**src/rtl/sar_serial_pkg.sv**
```systemverilog
package sar_serial_pkg;

    typedef enum logic [2:0] {
        ST_OFF     = 3'd0,
        ST_IDLE    = 3'd1,
        ST_LEAD    = 3'd2,
        ST_RESOLVE = 3'd3,
        ST_TAIL    = 3'd4
    } conv_state_t;

    function automatic logic is_driving(input conv_state_t s);
        return (s == ST_LEAD) || (s == ST_RESOLVE) || (s == ST_TAIL);
    endfunction

endpackage

```
**src/rtl/sar_edge_seen.sv**
```systemverilog
module sar_edge_seen #(
    parameter logic IDLE_LEVEL = 1'b0
) (
    input  logic clk,
    input  logic rst_n,
    input  logic din,
    output logic rise,
    output logic fall
);
    logic din_q;

    always_ff @(posedge clk) begin
        if (!rst_n) din_q <= IDLE_LEVEL;
        else        din_q <= din;
    end

    assign rise = din & ~din_q;
    assign fall = ~din & din_q;
endmodule

```
**src/rtl/sar_step_core.sv**
```systemverilog
module sar_step_core #(
    parameter int WIDTH = 12,
    localparam int IW = (WIDTH > 1) ? $clog2(WIDTH) : 1
) (
    input  logic             clk,
    input  logic             rst_n,
    input  logic             load,
    input  logic             step,
    input  logic [WIDTH-1:0] sample,
    output logic             bit_out,
    output logic             last
);
    logic [WIDTH-1:0] held;
    logic [WIDTH-1:0] result;
    logic [WIDTH-1:0] probe;
    logic [WIDTH-1:0] trial;
    logic [IW-1:0]    idx;

    for (genvar g = 0; g < WIDTH; g++) begin : g_probe
        assign probe[g] = (idx == IW'(g));
    end

    assign trial   = result | probe;
    assign bit_out = (held >= trial);
    assign last    = (idx == '0);

    always_ff @(posedge clk) begin
        if (!rst_n) begin
            held   <= '0;
            result <= '0;
            idx    <= IW'(WIDTH - 1);
        end else if (load) begin
            held   <= sample;
            result <= '0;
            idx    <= IW'(WIDTH - 1);
        end else if (step) begin
            if (bit_out) result <= trial;
            if (!last)   idx    <= idx - 1'b1;
        end
    end
endmodule

```
**src/rtl/sar_serial_adc.sv**
```systemverilog
module sar_serial_adc
    import sar_serial_pkg::*;
#(
    parameter int WIDTH = 12,
    parameter int LEAD  = 2,
    localparam int LW = $clog2(LEAD + 1)
) (
    input  logic             clk,
    input  logic             rst_n,
    input  logic             sclk,
    input  logic             cs_n,
    input  logic             shdn_n,
    input  logic [WIDTH-1:0] sample,
    output logic             sdo,
    output logic             sdo_oe,
    output logic             ready
);
    conv_state_t state, st_next;
    logic        sclk_rise, sclk_fall_unused;
    logic        cs_rise_unused, cs_fall;
    logic        accept;
    logic        core_bit, core_last;
    logic        core_step;
    logic [LW-1:0] lead_cnt;

    sar_edge_seen #(.IDLE_LEVEL(1'b0)) u_sclk_edge (
        .clk(clk), .rst_n(rst_n), .din(sclk),
        .rise(sclk_rise), .fall(sclk_fall_unused)
    );

    sar_edge_seen #(.IDLE_LEVEL(1'b1)) u_cs_edge (
        .clk(clk), .rst_n(rst_n), .din(cs_n),
        .rise(cs_rise_unused), .fall(cs_fall)
    );

    assign accept    = shdn_n && cs_fall;
    assign core_step = (state == ST_RESOLVE) && sclk_rise && is_driving(st_next);

    sar_step_core #(.WIDTH(WIDTH)) u_core (
        .clk(clk), .rst_n(rst_n),
        .load(accept), .step(core_step), .sample(sample),
        .bit_out(core_bit), .last(core_last)
    );

    // state register
    always_ff @(posedge clk) begin
        if (!rst_n) state <= ST_IDLE;
        else        state <= st_next;
    end

    // transitions
    always_comb begin
        st_next = state;
        if (!shdn_n) begin
            st_next = ST_OFF;                               // POWER_DOWN
        end else begin
            unique case (state)
                ST_OFF:     st_next = cs_fall ? ST_LEAD : ST_IDLE;   // START / OFF_TO_IDLE
                ST_IDLE:    if (cs_fall) st_next = ST_LEAD;          // START
                ST_LEAD: begin
                    if (cs_n) st_next = ST_IDLE;                     // ABORT
                    else if (sclk_rise && lead_cnt == LW'(LEAD - 1))
                        st_next = ST_RESOLVE;                        // LEAD_DONE
                end
                ST_RESOLVE: begin
                    if (cs_n) st_next = ST_IDLE;                     // ABORT
                    else if (sclk_rise && core_last)
                        st_next = ST_TAIL;                           // LSB_DONE
                end
                ST_TAIL:    if (cs_n) st_next = ST_IDLE;             // ABORT
                default:    st_next = ST_IDLE;
            endcase
        end
    end

    // preamble edge counter
    always_ff @(posedge clk) begin
        if (!rst_n || accept)                     lead_cnt <= '0;
        else if (state == ST_LEAD && sclk_rise)   lead_cnt <= lead_cnt + 1'b1;
    end

    // outputs
    always_ff @(posedge clk) begin
        if (!rst_n) begin
            sdo    <= 1'b0;
            sdo_oe <= 1'b0;
            ready  <= 1'b0;
        end else begin
            sdo_oe <= is_driving(st_next);
            if (!is_driving(st_next))  sdo <= 1'b0;
            else if (core_step)        sdo <= core_bit;
            else if (sclk_rise)        sdo <= 1'b0;
            if (accept)                                 ready <= 1'b0;
            else if (core_step && core_last)            ready <= 1'b1;
        end
    end
endmodule

```
**config.mk**
```make
export PLATFORM = sky130hd
export DESIGN_NAME = sar_serial_adc
export DESIGN_NICKNAME = d
export VERILOG_FILES = /design/src/rtl/sar_serial_pkg.sv /design/src/rtl/sar_edge_seen.sv /design/src/rtl/sar_step_core.sv /design/src/rtl/sar_serial_adc.sv
export SDC_FILE = /design/constraint.sdc
export NUM_CORES = 1
export LEC_CHECK = 0
export BUFFER_PORTS_ARGS = -buffer_cell sky130_fd_sc_hd__buf_4
export CAP_MARGIN = 30
export CORE_MARGIN = 5
export CORE_UTILIZATION = 45
export DETAILED_ROUTE_END_ITERATION = 16
export SLEW_MARGIN = 20
export SYNTH_ARGS = -nofsm -noshare
export SYNTH_HDL_FRONTEND = slang
export SYNTH_SLANG_ARGS = --single-unit
```
**constraint.sdc**
```tcl
create_clock -name clk -period 6.3 [get_ports clk]
set_input_delay 0.315 -clock clk [delete_from_list [all_inputs] [get_ports clk]]
set_output_delay 0.315 -clock clk [all_outputs]
set_load 0.02 [all_outputs]
```
==> summary.md, run 1 <==
| Metric | Value |
|---|---|
| Run status | completed |
| Setup bufs post-CTS | 0 |
| Setup violators final | 0 |
| Leading cell type in the layout, fill and taps excluded | nand2_1 |
| Post-CTS Resized | 0 |
| Share of power burned in registers | 54.3% |
| P_int | 353 uW |
| Footprint of the multi-input gates | 1090 um^2 |
| CTS tree | built |
| Post-DP HPWL | 3.07 mm |
| Mapped cell area | 1910 um^2 |
| Critical path class | register to register |
| Yosys warns | 0 |
| Initial antenna violation count | 0 |
| Power Density | 211 nW/um^2 |
| Clock Power Share | 36.7% |
| Setup TNS Final | 0 ns |
| Core Area | 4060 um^2 |
| Slew margin rel. | 49.6% |
| Post-route DRC | 0 |
| Worst-Skew Late Latency | 0.28 ns |
| Sw Ratio | 22.8% |
| Mapped Avg Cell Area | 9.04 um^2 |
| Fmax | 327 MHz |
| Worst Hold Class | input pin to register |
| Finished Core Util | 53.6% |
| Sequential cell area | 761 um^2 |
| Tmin final | 3.06 ns |
| DR WL/cell | 13.7 um |
| Crit end category | register |
| Worst-path fanout max | 12 |
| Starting density of the core | 47.0% |
| #FFs+latches synth | 38 |
| Unrepaired setup endpoints after global routing | no |
| Combinational Power Share | 9.0% |
| Fin. Hold Viols | 0 |
| Final net count | 265 |
| Syn_nets | 245 |
| Pin count of the biggest net entering global routing | 19 |
| WP data required | 6.43 ns |
| GR peak layer | met2 |
| Cts-stage hold buffer count | 0 |
| Mapped Cells | 211 |
| M3 GR Usage | 3.34% |
| Rows | 23 |
| EDFF count, synth | 0 |
| Fraction of registers with async set/reset | 0% |
| Area Growth Syn to Fin | 13.9% |
| Vias/cell | 5.28 |
| Synth cell types | 43 |
| PortBufs | 19 |
| Most frequent cells in the layout | nand2_1, dfxtp_1, buf_4 |
| GRT met2 Usage | 24.4% |
| CTS root buffer | clkbuf_8 |
| Clk_skew | 0.0105 ns |
| Die Footprint | 5640 um^2 |
| Worst vdd ir | 0.123 mV |
| Placer congestion estimate | 0.869 |
| Die X | 75.1 um |
| Worst Path Arrival | 3.19 ns |
| DRT antenna net count | 0 |
| Synth Flop Type | dfxtp_1 |
| Leakage | 0.000859 uW |
| TritonCTS sink count | 38 |
| Routed vias | 1489 |
| CTS max path bufs | 2 |
| CTS clk-pin slew, worst paths | 0.08 ns |
| CTS H-tree lvls | 2 |
| Startpoint types | register |
| Num CTS Buffers | 5 |
| Drt pass-1 iters | 4 |
| Met1 usage | 20.5% |
| Part of the Yosys area used for sequential elements | 39.9% |
| Number of global-route vias before repair | 1451 |
| Layout cells sized above 1 | 20.3% |
| 1st-iter DRT viols | 65 |
| # fillers | 402 |
| Switching pwr | 105 uW |
| IO Pins | 20 |
| Final period util | 48.6% |
| Die H | 75.1 um |
| Global-route wire length before repair | 6.49 mm |
| Max Cap Violations | 0 |
| Total Routing Usage GR | 15.2% |
| Least-Margin Pin Slew | 0.754 ns |
| Grt ovf | 0 |
| Antenna Cells | 0 |
| Final wirelength | 3.86 mm |
| Slew Viols, Final | 0 |
registers in the layout, indices dropped and copies added, names as in the netlist:
register,count
ready,1
u_core.idx,4
lead_cnt,2
u_core.held,12
sdo_oe,1
state,3
sdo,1
u_cs_edge.din_q,1
u_sclk_edge.din_q,1
u_core.result,12
final timing paths:
| path | to | slack (ns) | cells past startpoint | from |
|---|---|---|---|---|
| worst max register to register | u_core.result[11] | 3.24 | 10 | u_core.idx[0] |
| worst min-delay path | u_sclk_edge.din_q | 0.28 | 2 | sclk |
| worst max-delay path | u_core.result[11] | 3.24 | 10 | u_core.idx[0] |
| worst min register to register | u_core.result[1] | 0.46 | 2 | u_core.result[1] |
final cells by class:
cell class / instances / area share (%)
timing repair buffer: 19 / 6.56
tap: 50 / 2.88
sequential: 38 / 35.0
multi-input combinational: 161 / 50.3
clock inverter: 1 / 0.230
clock buffer: 7 / 3.97
inverter: 6 / 1.04
critical path: stages (launching register included):
cell       delay (ns)
dfxtp_1          0.35
inv_1            0.13
ha_1             0.23
or3b_4           0.45
nand2b_1         0.10
ha_1             0.22
nand2b_4         0.15
a2111oi_4        0.36
o31ai_2          0.12
o211ai_2         0.62
o21ai_0          0.18
power by group through the flow:
stage                     sequential, uW  combinational (uW)  clock (uW)
after detailed placement             254                41.5           0
after global placement               254                39.9           0
final                                249                41.2         168
after CTS                            249                41.6         174
after global routing                 249                46.2         183
after floorplan                      254                26.3           0
synthesized netlist by cell type (2+ instances only):
library cell  instances  area share, %
nand3b_1              2           0.79
o211ai_1              3            1.2
and2_1                3           0.98
a21oi_1              16            4.2
a21boi_0             13            5.1
o21ai_0               4            1.0
nor2_1               13            2.6
dfxtp_1              38             40
o21ai_2              10            4.6
xnor2_1               2           0.92
nand2_1              46            9.0
ha_1                 17             11
clkbuf_1              4           0.79
nor2b_1               3           0.98
nand2b_4              2            1.4
nand2b_1              3           0.98
inv_1                 6            1.2
routing by layer:
layer,part of all wire [%],up-vias
li1,-,772
met1,50,686
met2,45,25
met3,3.5,6
met4,1.1,0
met5,0,-
through the flow:
step | hold slack [ns] | power (uW) | std cells | setup slack (ns) | instance area [um^2]
floorplan | 0.388 | 280 | 211 | 3.84 | 1910
global placement | 0.434 | 294 | 274 | 3.41 | 2080
detailed placement | 0.441 | 296 | 274 | 3.28 | 2080
CTS | 0.272 | 464 | 282 | 3.26 | 2170
global route | 0.287 | 478 | 282 | 3.00 | 2170
finish | 0.284 | 458 | 282 | 3.24 | 2170
logic make-up (layout without fill, tap and decap cells):
logic type	Yosys count	count (layout)	share of synthesized area [%]
buffers and inverters	12	33	2.82
flip-flops	38	38	39.9
AND/OR/NAND/NOR	82	82	21.8
XOR/XNOR	3	3	1.38
multiplexers	1	1	0.525
adder cells (fa/ha/maj)	17	17	11.1
AO/OA/AOI/OAI	58	58	22.4
(Power assumes the default switching activity.)
==> inputs of run 2 (changes only) <==
PLACE_DENSITY = 0.66   (was unset)
clock period = 2.49 ns   (was 6.3 ns; I/O delays follow)
==> summary.md, run 2 (same netlist as run 1, synthesis figures left out) <==
| Metric | Value |
|---|---|
| Run status | completed |
| Core Area | 4060 um^2 |
| Number of global-route vias before repair | 1418 |
| Slew margin rel. | 63.3% |
| # fillers | 366 |
| Grt ovf | 0 |
| Critical path class | register to register |
| Top Registers | u_core.held x12, u_core.result x12, u_core.idx x4 |
| Power Density | 528 nW/um^2 |
| Initial antenna violation count | 0 |
| Setup violators final | 0 |
| WP data required | 2.67 ns |
| PortBufs | 19 |
| Antenna Cells | 0 |
| Pin count of the biggest net entering global routing | 19 |
| CTS max path bufs | 2 |
| CTS tree | built |
| Least-Margin Pin Slew | 0.550 ns |
| Placer congestion estimate | 0.776 |
| CTS H-tree lvls | 2 |
| Vias/cell | 5.18 |
| Worst Path Arrival | 2.55 ns |
| Final period util | 95.3% |
| Num CTS Buffers | 5 |
| Slew Viols, Final | 0 |
| Fin. Hold Viols | 0 |
| Layout cells sized above 1 | 27.7% |
| Unrepaired setup endpoints after global routing | no |
| Routed vias | 1512 |
| Final net count | 275 |
| CTS clk-pin slew, worst paths | 0.08 ns |
| PnR worst setup slack | 0.116 ns |
| Rows | 23 |
| Clk_skew | 0.00881 ns |
| Starting density of the core | 47.0% |
| Tmin final | 2.37 ns |
| Final instance area | 2320 um^2 |
| Startpoint types | register |
| Setup TNS Final | 0 ns |
| Worst hold path depth | 2 |
| Area Growth Syn to Fin | 21.5% |
| Fmax | 421 MHz |
| Total Routing Usage GR | 15.6% |
| IO Pins | 20 |
| Max Cap Violations | 0 |
| Global-route wire length before repair | 6.57 mm |
| Dpl ws | 0.0566 ns |
| Worst-path fanout max | 5 |
| Worst Hold Class | input pin to register |
| Post-route DRC | 0 |
| DR WL/cell | 13.3 um |
| 1st-iter DRT viols | 75 |
| Leading cell type in the layout, fill and taps excluded | nand2_1 |
| Leakage | 0.000912 uW |
| Worst-Skew Late Latency | 0.29 ns |
| Post-DP HPWL | 3.01 mm |
| Final wirelength | 3.89 mm |
| Finished Core Util | 57.1% |
| Die H | 75.1 um |
| DRT antenna net count | 0 |
| Most frequent cells in the layout | nand2_1, dfxtp_1, buf_4 |
| Die X | 75.1 um |
| CTS root buffer | clkbuf_8 |
| R2r setup slk | 0.12 ns |
| Placed inst area | 2160 um^2 |
| Die Footprint | 5640 um^2 |
| Crit end category | register |
| Reg2Reg Depth | 11 |
| TritonCTS sink count | 38 |
| Worst vdd ir | 0.298 mV |
| Drt pass-1 iters | 4 |
[run 2: cell count changes in the layout (fill, tap and decap cells not counted), sizes merged]
cell    delta
clkbuf     +1
buf       +10
clkinv     -1
[run 2: per-stage QoR]
| step | std cells | power [uW] | hold WS, ns |
|---|---|---|---|
| floorplan | 211 | 708 | 0.198 |
| finish | 292 | 1220 | 0.0747 |
| global route | 292 | 1280 | 0.0635 |
| global placement | 284 | 745 | 0.369 |
| CTS | 292 | 1240 | 0.0651 |
| detailed placement | 284 | 747 | 0.370 |
[run 2: cell type report]
type	count	area [um^2]	area share, %
sequential	38	762	32.9
inverter	6	22.5	0.971
clock buffer	8	110	4.75
tap	50	62.6	2.70
multi-input combinational	161	1140	49.0
timing repair buffer	29	225	9.71
[run 2: final timing paths]
| check | start | endpoint |
|---|---|---|
| min | sclk | u_sclk_edge.din_q |
| max | u_core.idx[1] | u_core.result[8] |
| min reg2reg | u_core.result[6] | u_core.result[6] |
| max reg2reg | u_core.idx[1] | u_core.result[8] |
[run 2: timing repair]
action,4_1_cts,5_1_grt
hold endpoints to repair,0,0
buffers inserted,0,0
hold buffers,0,0
setup endpoints to repair,0,10
gates resized for setup,0,12
[run 2: critical path: stages, from the launching register on]
cell and delay, ns:
dfxtp_2 0.33, inv_2 0.07, ha_4 0.13, or3b_4 0.39
nand2b_4 0.09, ha_4 0.19, nand2b_4 0.14, a2111oi_4 0.29
o31ai_2 0.11, o211ai_2 0.30, buf_4 0.18, o21ai_2 0.04
[run 2: layer usage]
| metal | vias to the layer above | GRT usage [%] | wire length, um |
|---|---|---|---|
| met4 | 0 | 7.91 | 92 |
| met1 | 672 | 19.9 | 1900 |
| li1 | 799 | - | - |
| met3 | 8 | 3.87 | 160 |
| met5 | - | 0 | 0 |
| met2 | 33 | 24.2 | 1740 |
[run 2: where the power goes]
| group | switching, uW | internal [uW] |
|---|---|---|
| Combinational | 53.0 | 51.0 |
| Clock | 211 | 280 |
| Sequential | 9.15 | 620 |
==> inputs of run 3 (changes only) <==
ABC_AREA = 1   (was unset)
==> summary.md, run 3 <==
| Metric | Value |
|---|---|
| Power Density | 494 nW/um^2 |
| Startpoint types | register |
| Fmax | 434 MHz |
| Run status | completed |
| CTS clk-pin slew, worst paths | 0.07 ns |
| WP data required | 2.72 ns |
| Worst-Skew Late Latency | 0.29 ns |
| CTS root buffer | clkbuf_8 |
| CTS H-tree lvls | 2 |
| CTS max path bufs | 2 |
| Rows | 24 |
| Starting density of the core | 46.4% |
| Post-CTS Resized | 0 |
| Syn_nets | 301 |
| R2r setup slk | 0.19 ns |
| Post-DP HPWL | 3.18 mm |
| Slew Viols, Final | 0 |
| Setup TNS Final | 0 ns |
| Largest area contributor in the netlist | dfxtp_1 |
| Routed vias | 1704 |
| Antenna Cells | 0 |
| Leading cell type in the layout, fill and taps excluded | nand2_1 |
| Tmin final | 2.30 ns |
| Worst vdd ir | 0.278 mV |
| Worst Hold Class | input pin to register |
| Part of the Yosys area used for sequential elements | 37.6% |
| TritonCTS sink count | 38 |
| Drt pass-1 iters | 4 |
| Total Routing Usage GR | 14.3% |
| Core Area | 4350 um^2 |
| Die X | 77.0 um |
| Die H | 77.0 um |
| Final wirelength | 4.31 mm |
| Hold_ws | 0.0219 ns |
| Yosys warns | 0 |
| Unrepaired setup endpoints after global routing | no |
| Mapped cell area | 2020 um^2 |
| Finished Core Util | 53.4% |
| Setup bufs post-CTS | 0 |
| Reg2Reg Depth | 11 |
| Number of global-route vias before repair | 1488 |
| Final period util | 92.5% |
| Mapped Avg Cell Area | 7.57 um^2 |
| Top Registers | u_core.held x12, u_core.result x12, u_core.idx x4 |
| Initial antenna violation count | 0 |
| Critical path class | register to register |
| Least-Margin Pin Slew | 0.486 ns |
| DR WL/cell | 12.6 um |
| Pin count of the biggest net entering global routing | 16 |
| DRT antenna net count | 0 |
| Worst-path fanout max | 7 |
| Synth area leaders | dfxtp_1, ha_1, nand2_1, inv_1, a21oi_1 |
| Setup violators final | 0 |
| Layout cells sized above 1 | 20.1% |
| IO Pins | 20 |
| CTS tree | built |
| Mapped Cells | 267 |
| Critical path launch point | u_core.idx[1] |
| Synth top area share | 37.6% |
| Die Footprint | 5930 um^2 |
| Leakage | 0.000982 uW |
| Placer congestion estimate | 0.825 |
| Slew margin rel. | 67.5% |
| Most frequent cells in the layout | nand2_1, inv_1, dfxtp_1 |
| 1st-iter DRT viols | 121 |
| #FFs+latches synth | 38 |
| Fin. Hold Viols | 0 |
| Grt ovf | 0 |
| Final instance area | 2320 um^2 |
| EDFF count, synth | 0 |
| RR Startpoint | u_core.idx[1] |
| Num CTS Buffers | 5 |
| Post-route DRC | 0 |
| Commonest cells in the netlist | nand2_1, inv_1, dfxtp_1 |
| Max Cap Violations | 0 |
| Final net count | 323 |
| Clk_skew | 0.00137 ns |
| Synth Flop Type | dfxtp_1 |
| Fraction of registers with async set/reset | 0% |
| Count leader, synth | nand2_1 |
| Synth cell types | 27 |
| Crit end category | register |
| Area Growth Syn to Fin | 14.9% |
| PortBufs | 19 |
| Vias/cell | 5.00 |
| CP Capture Point | u_core.result[11] |
| Global-route wire length before repair | 6.97 mm |
| Worst reg2reg endpoint | u_core.result[11] |
| Placed inst area | 2210 um^2 |
| Worst Path Arrival | 2.53 ns |
| Cts-stage hold buffer count | 0 |
run 3: cell types whose count changed in the layout (fill, tap and decap cells not counted), sizes merged, moves of 9 or more:
cell / previous run / this run
buf: 29 / 20
a21boi: 13 / 0
nand3: 2 / 21
inv: 6 / 44
a21oi: 16 / 36
nand2: 46 / 57
run 3: worst max-delay path: stages, from the launching register on:
cell and delay (ns):
dfxtp_1 0.41, ha_1 0.24, inv_1 0.08, o21ai_1 0.22
inv_1 0.07, ha_1 0.30, nand2_1 0.10, nor2_1 0.16
nand3b_1 0.09, nand4_1 0.22, nand3_4 0.18, a21oi_1 0.17
run 3: cell families after synthesis:
kind of cell,synth area share [%]
AOI/OAI and AO/OA,14.9
and+or+nand+nor,26.4
adders and majority gates,10.5
xor gates and xnor gates,0.866
DFF,37.6
buffers and inverters,9.71
run 3: worst min path at each step:
stage / to / cells after the start / slack (ns) / startpoint
after floorplan: u_cs_edge.din_q / 1 / 0.19 / rst_n
after global placement: u_sclk_edge.din_q / 3 / 0.32 / sclk
after detailed placement: u_sclk_edge.din_q / 3 / 0.32 / sclk
after CTS: u_sclk_edge.din_q / 3 / 0.02 / sclk
after global routing: u_sclk_edge.din_q / 3 / 0.02 / sclk
final: u_sclk_edge.din_q / 3 / 0.02 / sclk
run 3: layout make-up:
class,instances,area (um^2)
clock buffer,5,68.8
clock inverter,2,10.0
fill,429,2030
inverter,44,165
multi-input combinational,180,1100
sequential,38,761
tap,52,65.1
timing repair buffer,20,150
run 3: metrics by stage:
stage / instances / setup WS, ns / power, uW
3_5_place_dp: 333 / 0.0730 / 756
5_1_grt: 341 / 0.00151 / 1210
3_3_place_gp: 333 / 0.113 / 755
2_1_floorplan: 267 / 0.431 / 714
4_1_cts: 340 / 0.0511 / 1150
6_report: 341 / 0.187 / 1150
run 3: power breakdown:
| part | total (uW) | internal [uW] | switching, uW |
|---|---|---|---|
| clock | 403 | 188 | 215 |
| sequential | 630 | 621 | 8.80 |
| combinational | 116 | 46.3 | 70.0 |
| total | 1150 | 855 | 294 |
run 3: metal layers:
layer,GRT usage [%],vias up,wire length [um]
li1,-,912,-
met1,21.1,751,2210
met2,19.7,32,1860
met3,3.28,9,158
met4,5.67,0,87
met5,0,-,0
